### config.mk
export PLATFORM = sky130hd
export DESIGN_NAME = divprog_serial
export DESIGN_NICKNAME = d
export VERILOG_FILES = /design/src/rtl/divprog_pkg.sv /design/src/rtl/divprog_sync.sv /design/src/rtl/divprog_shifter.sv /design/src/rtl/divprog_latches.sv /design/src/rtl/divprog_serial.sv
export SDC_FILE = /design/constraint.sdc
export NUM_CORES = 1
export LEC_CHECK = 0
export ABC_AREA = 0
export BUFFER_PORTS_ARGS = -buffer_cell sky130_fd_sc_hd__buf_2
export CAP_MARGIN = 10
export CORE_UTILIZATION = 46
export CTS_CLUSTER_SIZE = 10
export DETAILED_ROUTE_END_ITERATION = 7
export PLACE_DENSITY = 0.73
export SLEW_MARGIN = 40
export SYNTH_ARGS = -nofsm -noshare
export SYNTH_HDL_FRONTEND = slang
export SYNTH_SLANG_ARGS = --single-unit
### constraint.sdc
create_clock -name clk -period 1.26 [get_ports clk]
set_clock_uncertainty 0.1 [all_clocks]
set_input_delay 0.063 -clock clk [delete_from_list [all_inputs] [get_ports clk]]
set_output_delay 0.063 -clock clk [all_outputs]
set_load 0.05 [all_outputs]
### src/rtl/divprog_pkg.sv
package divprog_pkg;

    localparam int MAIN_W    = 11;
    localparam int SWAL_W    = 5;
    localparam int REF_W     = 13;
    localparam int TEST_W    = 2;
    localparam int PRE_SHIFT = 3;

    localparam int N_PAY_W  = MAIN_W + SWAL_W;
    localparam int R_PAY_W  = REF_W + 1 + TEST_W;
    localparam int PAY_W    = (N_PAY_W > R_PAY_W) ? N_PAY_W : R_PAY_W;
    localparam int FRAME_W  = PAY_W + 1;
    localparam int N_RAT_W  = MAIN_W + SWAL_W;
    localparam int R_RAT_W  = REF_W + PRE_SHIFT;
    localparam int RATIO_W  = (N_RAT_W > R_RAT_W) ? N_RAT_W : R_RAT_W;

    typedef enum logic {
        SEL_LOOP = 1'b0,
        SEL_REF  = 1'b1
    } sel_e;

    typedef struct packed {
        logic [MAIN_W-1:0] main;
        logic [SWAL_W-1:0] swal;
    } nset_t;

    typedef struct packed {
        logic [REF_W-1:0]  rcnt;
        logic              ulk_en;
        logic [TEST_W-1:0] test;
    } rset_t;

    typedef logic [FRAME_W-1:0] frame_t;

    function automatic sel_e frame_sel(frame_t f);
        return sel_e'(f[0]);
    endfunction

    function automatic nset_t decode_loop(frame_t f);
        return nset_t'(f[FRAME_W-1 -: N_PAY_W]);
    endfunction

    function automatic rset_t decode_ref(frame_t f);
        return rset_t'(f[FRAME_W-1 -: R_PAY_W]);
    endfunction

    function automatic logic [RATIO_W-1:0] loop_ratio(nset_t n);
        logic [RATIO_W-1:0] r;
        r = RATIO_W'(n.main) << SWAL_W;
        r = r + RATIO_W'(n.swal);
        return r;
    endfunction

    function automatic logic [RATIO_W-1:0] ref_ratio(rset_t s);
        return RATIO_W'(s.rcnt) << PRE_SHIFT;
    endfunction

endpackage

### src/rtl/divprog_sync.sv
module divprog_sync #(
    parameter int W      = 4,
    parameter int STAGES = 2
) (
    input  logic         clk,
    input  logic         rst,
    input  logic [W-1:0] d,
    output logic [W-1:0] q
);
    logic [STAGES-1:0][W-1:0] stg;

    generate
        if (STAGES == 1) begin : g_one
            always_ff @(posedge clk) begin
                if (rst) stg <= '0;
                else     stg[0] <= d;
            end
        end else begin : g_chain
            always_ff @(posedge clk) begin
                if (rst) stg <= '0;
                else     stg <= {stg[STAGES-2:0], d};
            end
        end
    endgenerate

    assign q = stg[STAGES-1];
endmodule

### src/rtl/divprog_shifter.sv
module divprog_shifter
    import divprog_pkg::*;
(
    input  logic   clk,
    input  logic   rst,
    input  logic   shift_en,
    input  logic   bit_in,
    output frame_t frame
);
    always_ff @(posedge clk) begin
        if (rst)           frame <= '0;
        else if (shift_en) frame <= {frame[FRAME_W-2:0], bit_in};
    end
endmodule

### src/rtl/divprog_latches.sv
module divprog_latches
    import divprog_pkg::*;
(
    input  logic   clk,
    input  logic   rst,
    input  logic   load,
    input  logic   reload,
    input  frame_t frame,
    output nset_t  nset,
    output rset_t  rset,
    output logic   upd_n,
    output logic   upd_r
);
    sel_e sel;
    logic ld_n, ld_r;

    always_comb begin
        sel  = frame_sel(frame);
        ld_n = load && (sel == SEL_LOOP);
        ld_r = load && (sel == SEL_REF);
    end

    always_ff @(posedge clk) begin
        if (rst) begin
            nset  <= '0;
            rset  <= '0;
            upd_n <= 1'b0;
            upd_r <= 1'b0;
        end else begin
            if (ld_n) nset <= decode_loop(frame);
            if (ld_r) rset <= decode_ref(frame);
            upd_n <= ld_n || reload;
            upd_r <= ld_r || reload;
        end
    end
endmodule

### src/rtl/divprog_serial.sv
module divprog_serial
    import divprog_pkg::*;
#(
    parameter int SYNC_STAGES = 2
) (
    input  logic                clk,
    input  logic                rst,
    input  logic                standby,
    input  logic                ser_clk,
    input  logic                ser_data,
    input  logic                ser_le,
    output logic [MAIN_W-1:0]   main_cnt,
    output logic [SWAL_W-1:0]   swal_cnt,
    output logic [REF_W-1:0]    ref_cnt,
    output logic                unlock_en,
    output logic [TEST_W-1:0]   test_bits,
    output logic [RATIO_W-1:0]  n_ratio,
    output logic [RATIO_W-1:0]  r_ratio,
    output logic                upd_main,
    output logic                upd_ref
);
    localparam int PIN_N = 4;

    logic [PIN_N-1:0] pins_s;
    logic s_stby, s_le, s_data, s_clk;
    logic p_stby, p_le, p_clk;
    logic clk_rise, le_rise, stby_fall, shift_en;
    frame_t frame;
    nset_t  nset;
    rset_t  rset;

    divprog_sync #(.W(PIN_N), .STAGES(SYNC_STAGES)) u_sync (
        .clk (clk),
        .rst (rst),
        .d   ({standby, ser_le, ser_data, ser_clk}),
        .q   (pins_s)
    );

    assign {s_stby, s_le, s_data, s_clk} = pins_s;

    always_ff @(posedge clk) begin
        if (rst) begin
            p_stby <= 1'b0;
            p_le   <= 1'b0;
            p_clk  <= 1'b0;
        end else begin
            p_stby <= s_stby;
            p_le   <= s_le;
            p_clk  <= s_clk;
        end
    end

    always_comb begin
        clk_rise  = s_clk && !p_clk;
        le_rise   = s_le && !p_le;
        stby_fall = !s_stby && p_stby;
        shift_en  = clk_rise && !s_le;
    end

    divprog_shifter u_shift (
        .clk      (clk),
        .rst      (rst),
        .shift_en (shift_en),
        .bit_in   (s_data),
        .frame    (frame)
    );

    divprog_latches u_latch (
        .clk    (clk),
        .rst    (rst),
        .load   (le_rise),
        .reload (stby_fall),
        .frame  (frame),
        .nset   (nset),
        .rset   (rset),
        .upd_n  (upd_main),
        .upd_r  (upd_ref)
    );

    always_comb begin
        main_cnt  = nset.main;
        swal_cnt  = nset.swal;
        ref_cnt   = rset.rcnt;
        unlock_en = rset.ulk_en;
        test_bits = rset.test;
        n_ratio   = loop_ratio(nset);
        r_ratio   = ref_ratio(rset);
    end
endmodule

# Word-level counts from Yosys, hierarchy flattened
# Cells that the tools add are included.
# op_classes
reduce_logical,12
n_shift,0
add_sub_neg,1
multipliers,0
bitwise_logic,1
n_eq_ne,0
div_mod_pow,0
n_mux,0
magnitude_cmp,0
# ops
op,n
adder 16 x 5 -> 16 bit,1
logical AND 1 bit,6
zero test 1 bit,4
logical OR 1 bit,2
NOT 1 bit,1
# totals
memories,0
rom_bits,0
output_inout_bits,66
register_bits,62
wordCells,27
ram_bits,0
latchBits,0
in_bits,6

# Logic depth before layout (Yosys ltp)
# depth
ltp_word,4
ltp_mapped,4
mapped_depth_nobuf,2

# Hierarchy
# A second synthesis with hierarchy kept.
# unflattened
cells_unflattened,247
area_unflattened_um2,2590.0
# modules_own_cells
mod,area_each_um2,instances,seq_area_each_um2,cells_per_inst
divprog_latches,1381.3,1,680.7,130
divprog_shifter,614.3,1,340.3,55
divprog_serial,354.1,1,60.1,42
divprog_sync,240.2,1,160.2,20

# Worst setup path before layout
# OpenSTA, ideal clock, no wires.
# synth_timing
path_kind,register -> register
from,register u_sync.stg (netlist bit u_sync.q[2])
to,register u_latch.nset[10] (netlist name)
arrival_ps,1089
setup_ps,121
required_ps,1039
setup_slack_ps,-50
path_buffers,2
path_stages_with_launch,5
synth_period_minus_slack_ps,1310
path_cell_list,dfxtp_1 -> or3b_1 -> buf_6 -> buf_12 -> mux2i_1
# synth_via
elab_chain_cells,2
# synth_rtl
element,line,rtl
"start, declared",divprog_sync.sv:10,logic [STAGES-1:0][W-1:0] stg;
"start signal, assigned",divprog_sync.sv:21,"else stg <= {stg[STAGES-2:0], d};"
logical AND 1 bit,divprog_serial.sv:55,le_rise = s_le && !p_le;
logical AND 1 bit,divprog_latches.sv:19,ld_n = load && (sel == SEL_LOOP);
# No other way between the ends.
# A chain may end at the register's enable or synchronous reset.

# Final worst setup path
# layout_timing
from,register u_sync.stg (netlist bit u_sync.q[2])
to,register u_latch.nset[6] (netlist name)
# layout_via
elab_chain_cells,2
# layout_rtl
element,line
logical AND 1 bit,divprog_serial.sv:55
logical AND 1 bit,divprog_latches.sv:19
# No other way between the ends.

==> PnR_summary.wiki <==
{| class="wikitable"
! Metric !! Value
|-
| Hold endpoint || u_sync.q[2]
|-
| Placed inst area || 2710 um2
|-
| Logic depth of the worst register-to-register path || 3
|-
| Total number of yosys warnings || 0
|-
| Die Y || roughly 75 um
|-
| Final HPWL from detailed placement || 2.62 mm
|-
| Endpoint required time on the critical path || ~1.4 ns
|-
| Post-route minimum period || 1.27 ns
|-
| Slew Viols, Final || 0
|-
| Worst hold path class || input pin to flop
|-
| Gr ovfl total || 0
|-
| Clock tree from TritonCTS || built
|-
| Final hold viol count || 0
|-
| Run status || complete, but fails checks
|-
| Number of routed nets with antenna violations || 0
|-
| Vias post-DR || roughly 1600
|-
| Clock Tree Buf Depth || 2
|-
| Cell type contributing the most total cell area after synthesis || dfxtp_1
|-
| Maximum number of pins on one net before global-route repair || 64
|-
| Number of buffers added by the clock tree synthesis step || 9
|-
| Global routing usage summed across all routing layers || 15.7%
|-
| Residual DRC || 0
|-
| Critical path class || flop to flop
|-
| Power per standard cell area || 1250 nW/um2
|-
| Fin crit share || 101%
|-
| Achievable Freq || 786 MHz
|-
| Leak || 0.00145 uW
|-
| I/O Pins || a little over 70
|-
| Final setup violation count || 8
|-
| Number of global-route vias before repair || ~1400
|-
| Placer's final routability congestion estimate || 0.719
|-
| Startpoint Class || flop
|-
| Total placed cells including tap cells || 329
|-
| Finished layout cell area || 3000 um2
|-
| Antenna cell count || 0
|-
| RSZ-0062 raised after global routing || true
|-
| Most frequent cells after synthesis || dfxtp_1 (62), nand2b_1 (51), mux2i_1 (49)
|-
| CORE AREA || between 5000 and 6000 um2
|-
| Failing checks || negative setup slack
|-
| Clock root buffer || clkbuf_8
|-
| Clock transition at the register clock pins on the worst setup and hold paths after CTS || 0.06 ns
|-
| Longest individual stage delay on the worst path || 0.41 ns
|-
| Setup Total Neg Slack || -0.0506 ns
|-
| Endpoint of the worst register-to-register path || u_latch.nset[6]
|-
| Share of flip-flops with an asynchronous set or reset || 0%
|-
| Area share of fa/ha/maj cells after synthesis || 0%
|-
| Setup slack of the critical path after layout || -0.0115 ns
|-
| Mean instance size in the synthesized netlist || approximately 11 um2
|-
| Mux contribution to synthesized area || 19.7%
|-
| Top cells by area in the synthesized netlist || dfxtp_1 (50%), mux2i_1 (20%), nand2b_1 (13%)
|-
| Most used flip-flop cell after synthesis || dfxtp_1
|-
| Worst IR Drop VDD || 907 uV
|-
| Critical path data arrival time || 1.38 ns
|-
| Synthesized cell area || 2480 um2
|-
| Count of TritonRoute iterations in the first routing pass || 3
|-
| Count of buffers from port buffering || between 60 and 70
|-
| Site row count || 26
|-
| Max-cap violation count || 0
|-
| Nets || 282
|-
| Effective utilization at floorplan || 48.3%
|-
| Critical-path top delay cell || or3b_4
|-
| Iter 0 DRT Violations || 64
|-
| DRT Wirelength || 4.26 mm
|-
| CTS H-tree depth || 3
|-
| Reg-to-reg slack, setup || -0.01 ns
|-
| Total Die Area || around 5700 um2
|-
| Overall power after layout || 3760 uW
|-
| Xor/xnor share of the synthesized area || 0%
|-
| Synth-to-layout area growth || 20.7%
|-
| Sequence of cells on the critical path || or3b_4, buf_12, mux2i_1
|-
| Share of layout cells above drive strength 1 || about 35%
|-
| Dominant cell by count in the synthesized netlist || dfxtp_1
|-
| Crit Reg-Reg Startpoint || u_sync.q[2]
|-
| Complex-gate fraction of the synthesized area || 0.403%
|-
| Source of the worst hold timing path || rst
|-
| Horiz. Die Dim || 75.5 um
|-
| Library cells used by synthesis || 16
|-
| Routed via count divided by cell count || 4.44
|-
| Number of standard cells in the final layout excluding fillers || 350
|-
| Combinational family with the most area after synthesis || multiplexers
|-
| Clock tree sinks || 62
|-
| Sequential fraction of the synthesis area || 49.9%
|-
| Count of state elements after synthesis || 62
|-
| Clock insertion delay at the later pin of the skew report || 0.33 ns
|-
| First-pass GRT wire length || 6.38 mm
|-
| Post-synth EDFFs || 0
|-
| Post-synthesis instance total || 225
|-
| Routed length per instance || 12.2 um
|-
| Largest fanout of any net on the critical path || 9
|-
| Synth top area share || 49.9%
|-
| Post-synthesis simple-gate area fraction || 16.9%
|-
| Hold Crit Depth || 3
|-
| CP endpoint kind || flop
|-
| Initial antenna violation count || 0
|}
through the flow:
stage / hold slack (ns) / utilization (%) / setup WS [ns]
after global routing: 0.0865 / 58.3 / -0.0499
after floorplan: 0.0912 / - / -0.0277
after global placement: 0.170 / 52.8 / 0.0202
after CTS: 0.0655 / 57.5 / 0.00928
after detailed placement: 0.176 / 52.8 / -0.00895
final: 0.0675 / 58.3 / -0.0115
where the power goes:
part | internal, uW | switching [uW] | leakage [uW]
Clock | 921 | 689 | 0.0000958
Sequential | 1980 | 6.40 | 0.000503
Combinational | 84.6 | 82.1 | 0.000853
cell type report:
cell class	count	area, um2
fillers	468	2140
flip-flops and latches	62	1250
multi-input cells	120	941
repair buffers	83	538
clock buffers	15	186
well taps	70	87.6
state kept, by name (all words and copies together), names as in the netlist:
signal,cells
p_clk,1
u_latch.upd_n,1
u_sync.stg,4
p_stby,1
u_latch.nset,16
p_le,1
u_sync.q,4
u_latch.upd_r,1
u_latch.rset,16
u_shift.frame,17
layer usage:
layer  global-route usage (%)  share of wire (%)
met5                        0                  0
met4                     8.02                2.0
met3                     5.95                4.7
met2                     23.2                 45
met1                     20.2                 48
how the worst max path moves through the flow:
stage | startpoint | end | cells past startpoint
2_1_floorplan | u_sync.q[2] | u_latch.nset[10] | 4
3_3_place_gp | u_sync.q[2] | u_latch.nset[5] | 3
3_5_place_dp | u_sync.q[2] | u_latch.nset[1] | 3
4_1_cts | u_sync.q[2] | u_latch.nset[6] | 3
5_1_grt | u_sync.q[2] | u_shift.frame[10] | 3
6_report | u_sync.q[2] | u_latch.nset[6] | 3
logic make-up (layout without fill, tap and decap cells):
| kind of cell | after synthesis | count (layout) |
|---|---|---|
| buf+inv | 45 | 98 |
| flops | 62 | 62 |
| mux | 49 | 49 |
| other cells | 1 | 3 |
| compound gates | 2 | 2 |
| simple gates | 66 | 66 |
critical path, delay by kind of cell (launching register included):
family | cells | cell delay (ns)
mux | 1 | 0.12
buf+inv | 1 | 0.16
flops | 1 | 0.36
simple gates | 1 | 0.41
cell usage in the layout (no fill, tap or decap), drive strengths merged:
cell type | synthesis | routed
nand2b | 51 | 51
nor3b | 1 | 1
nand3b | 1 | 1
mux2i | 49 | 49
a21oi | 2 | 2
nor2b | 11 | 11
and3b | 1 | 1
dfxtp | 62 | 62
conb | 1 | 3
clkbuf | 7 | 16
or3b | 1 | 1
dlygate4sd3 | 0 | 4
buf | 38 | 78
repair_timing:
action | in CTS | in global routing
endpoints found under the setup margin | 13 | 20
endpoints found under the hold margin | 4 | 0
pin swaps | 0 | 1
hold buffers | 4 | 0
gates resized for setup | 3 | 6
buffers inserted | 1 | 0
gates cloned | 0 | 1
No activity file was read; power rests on OpenSTA's default activity.
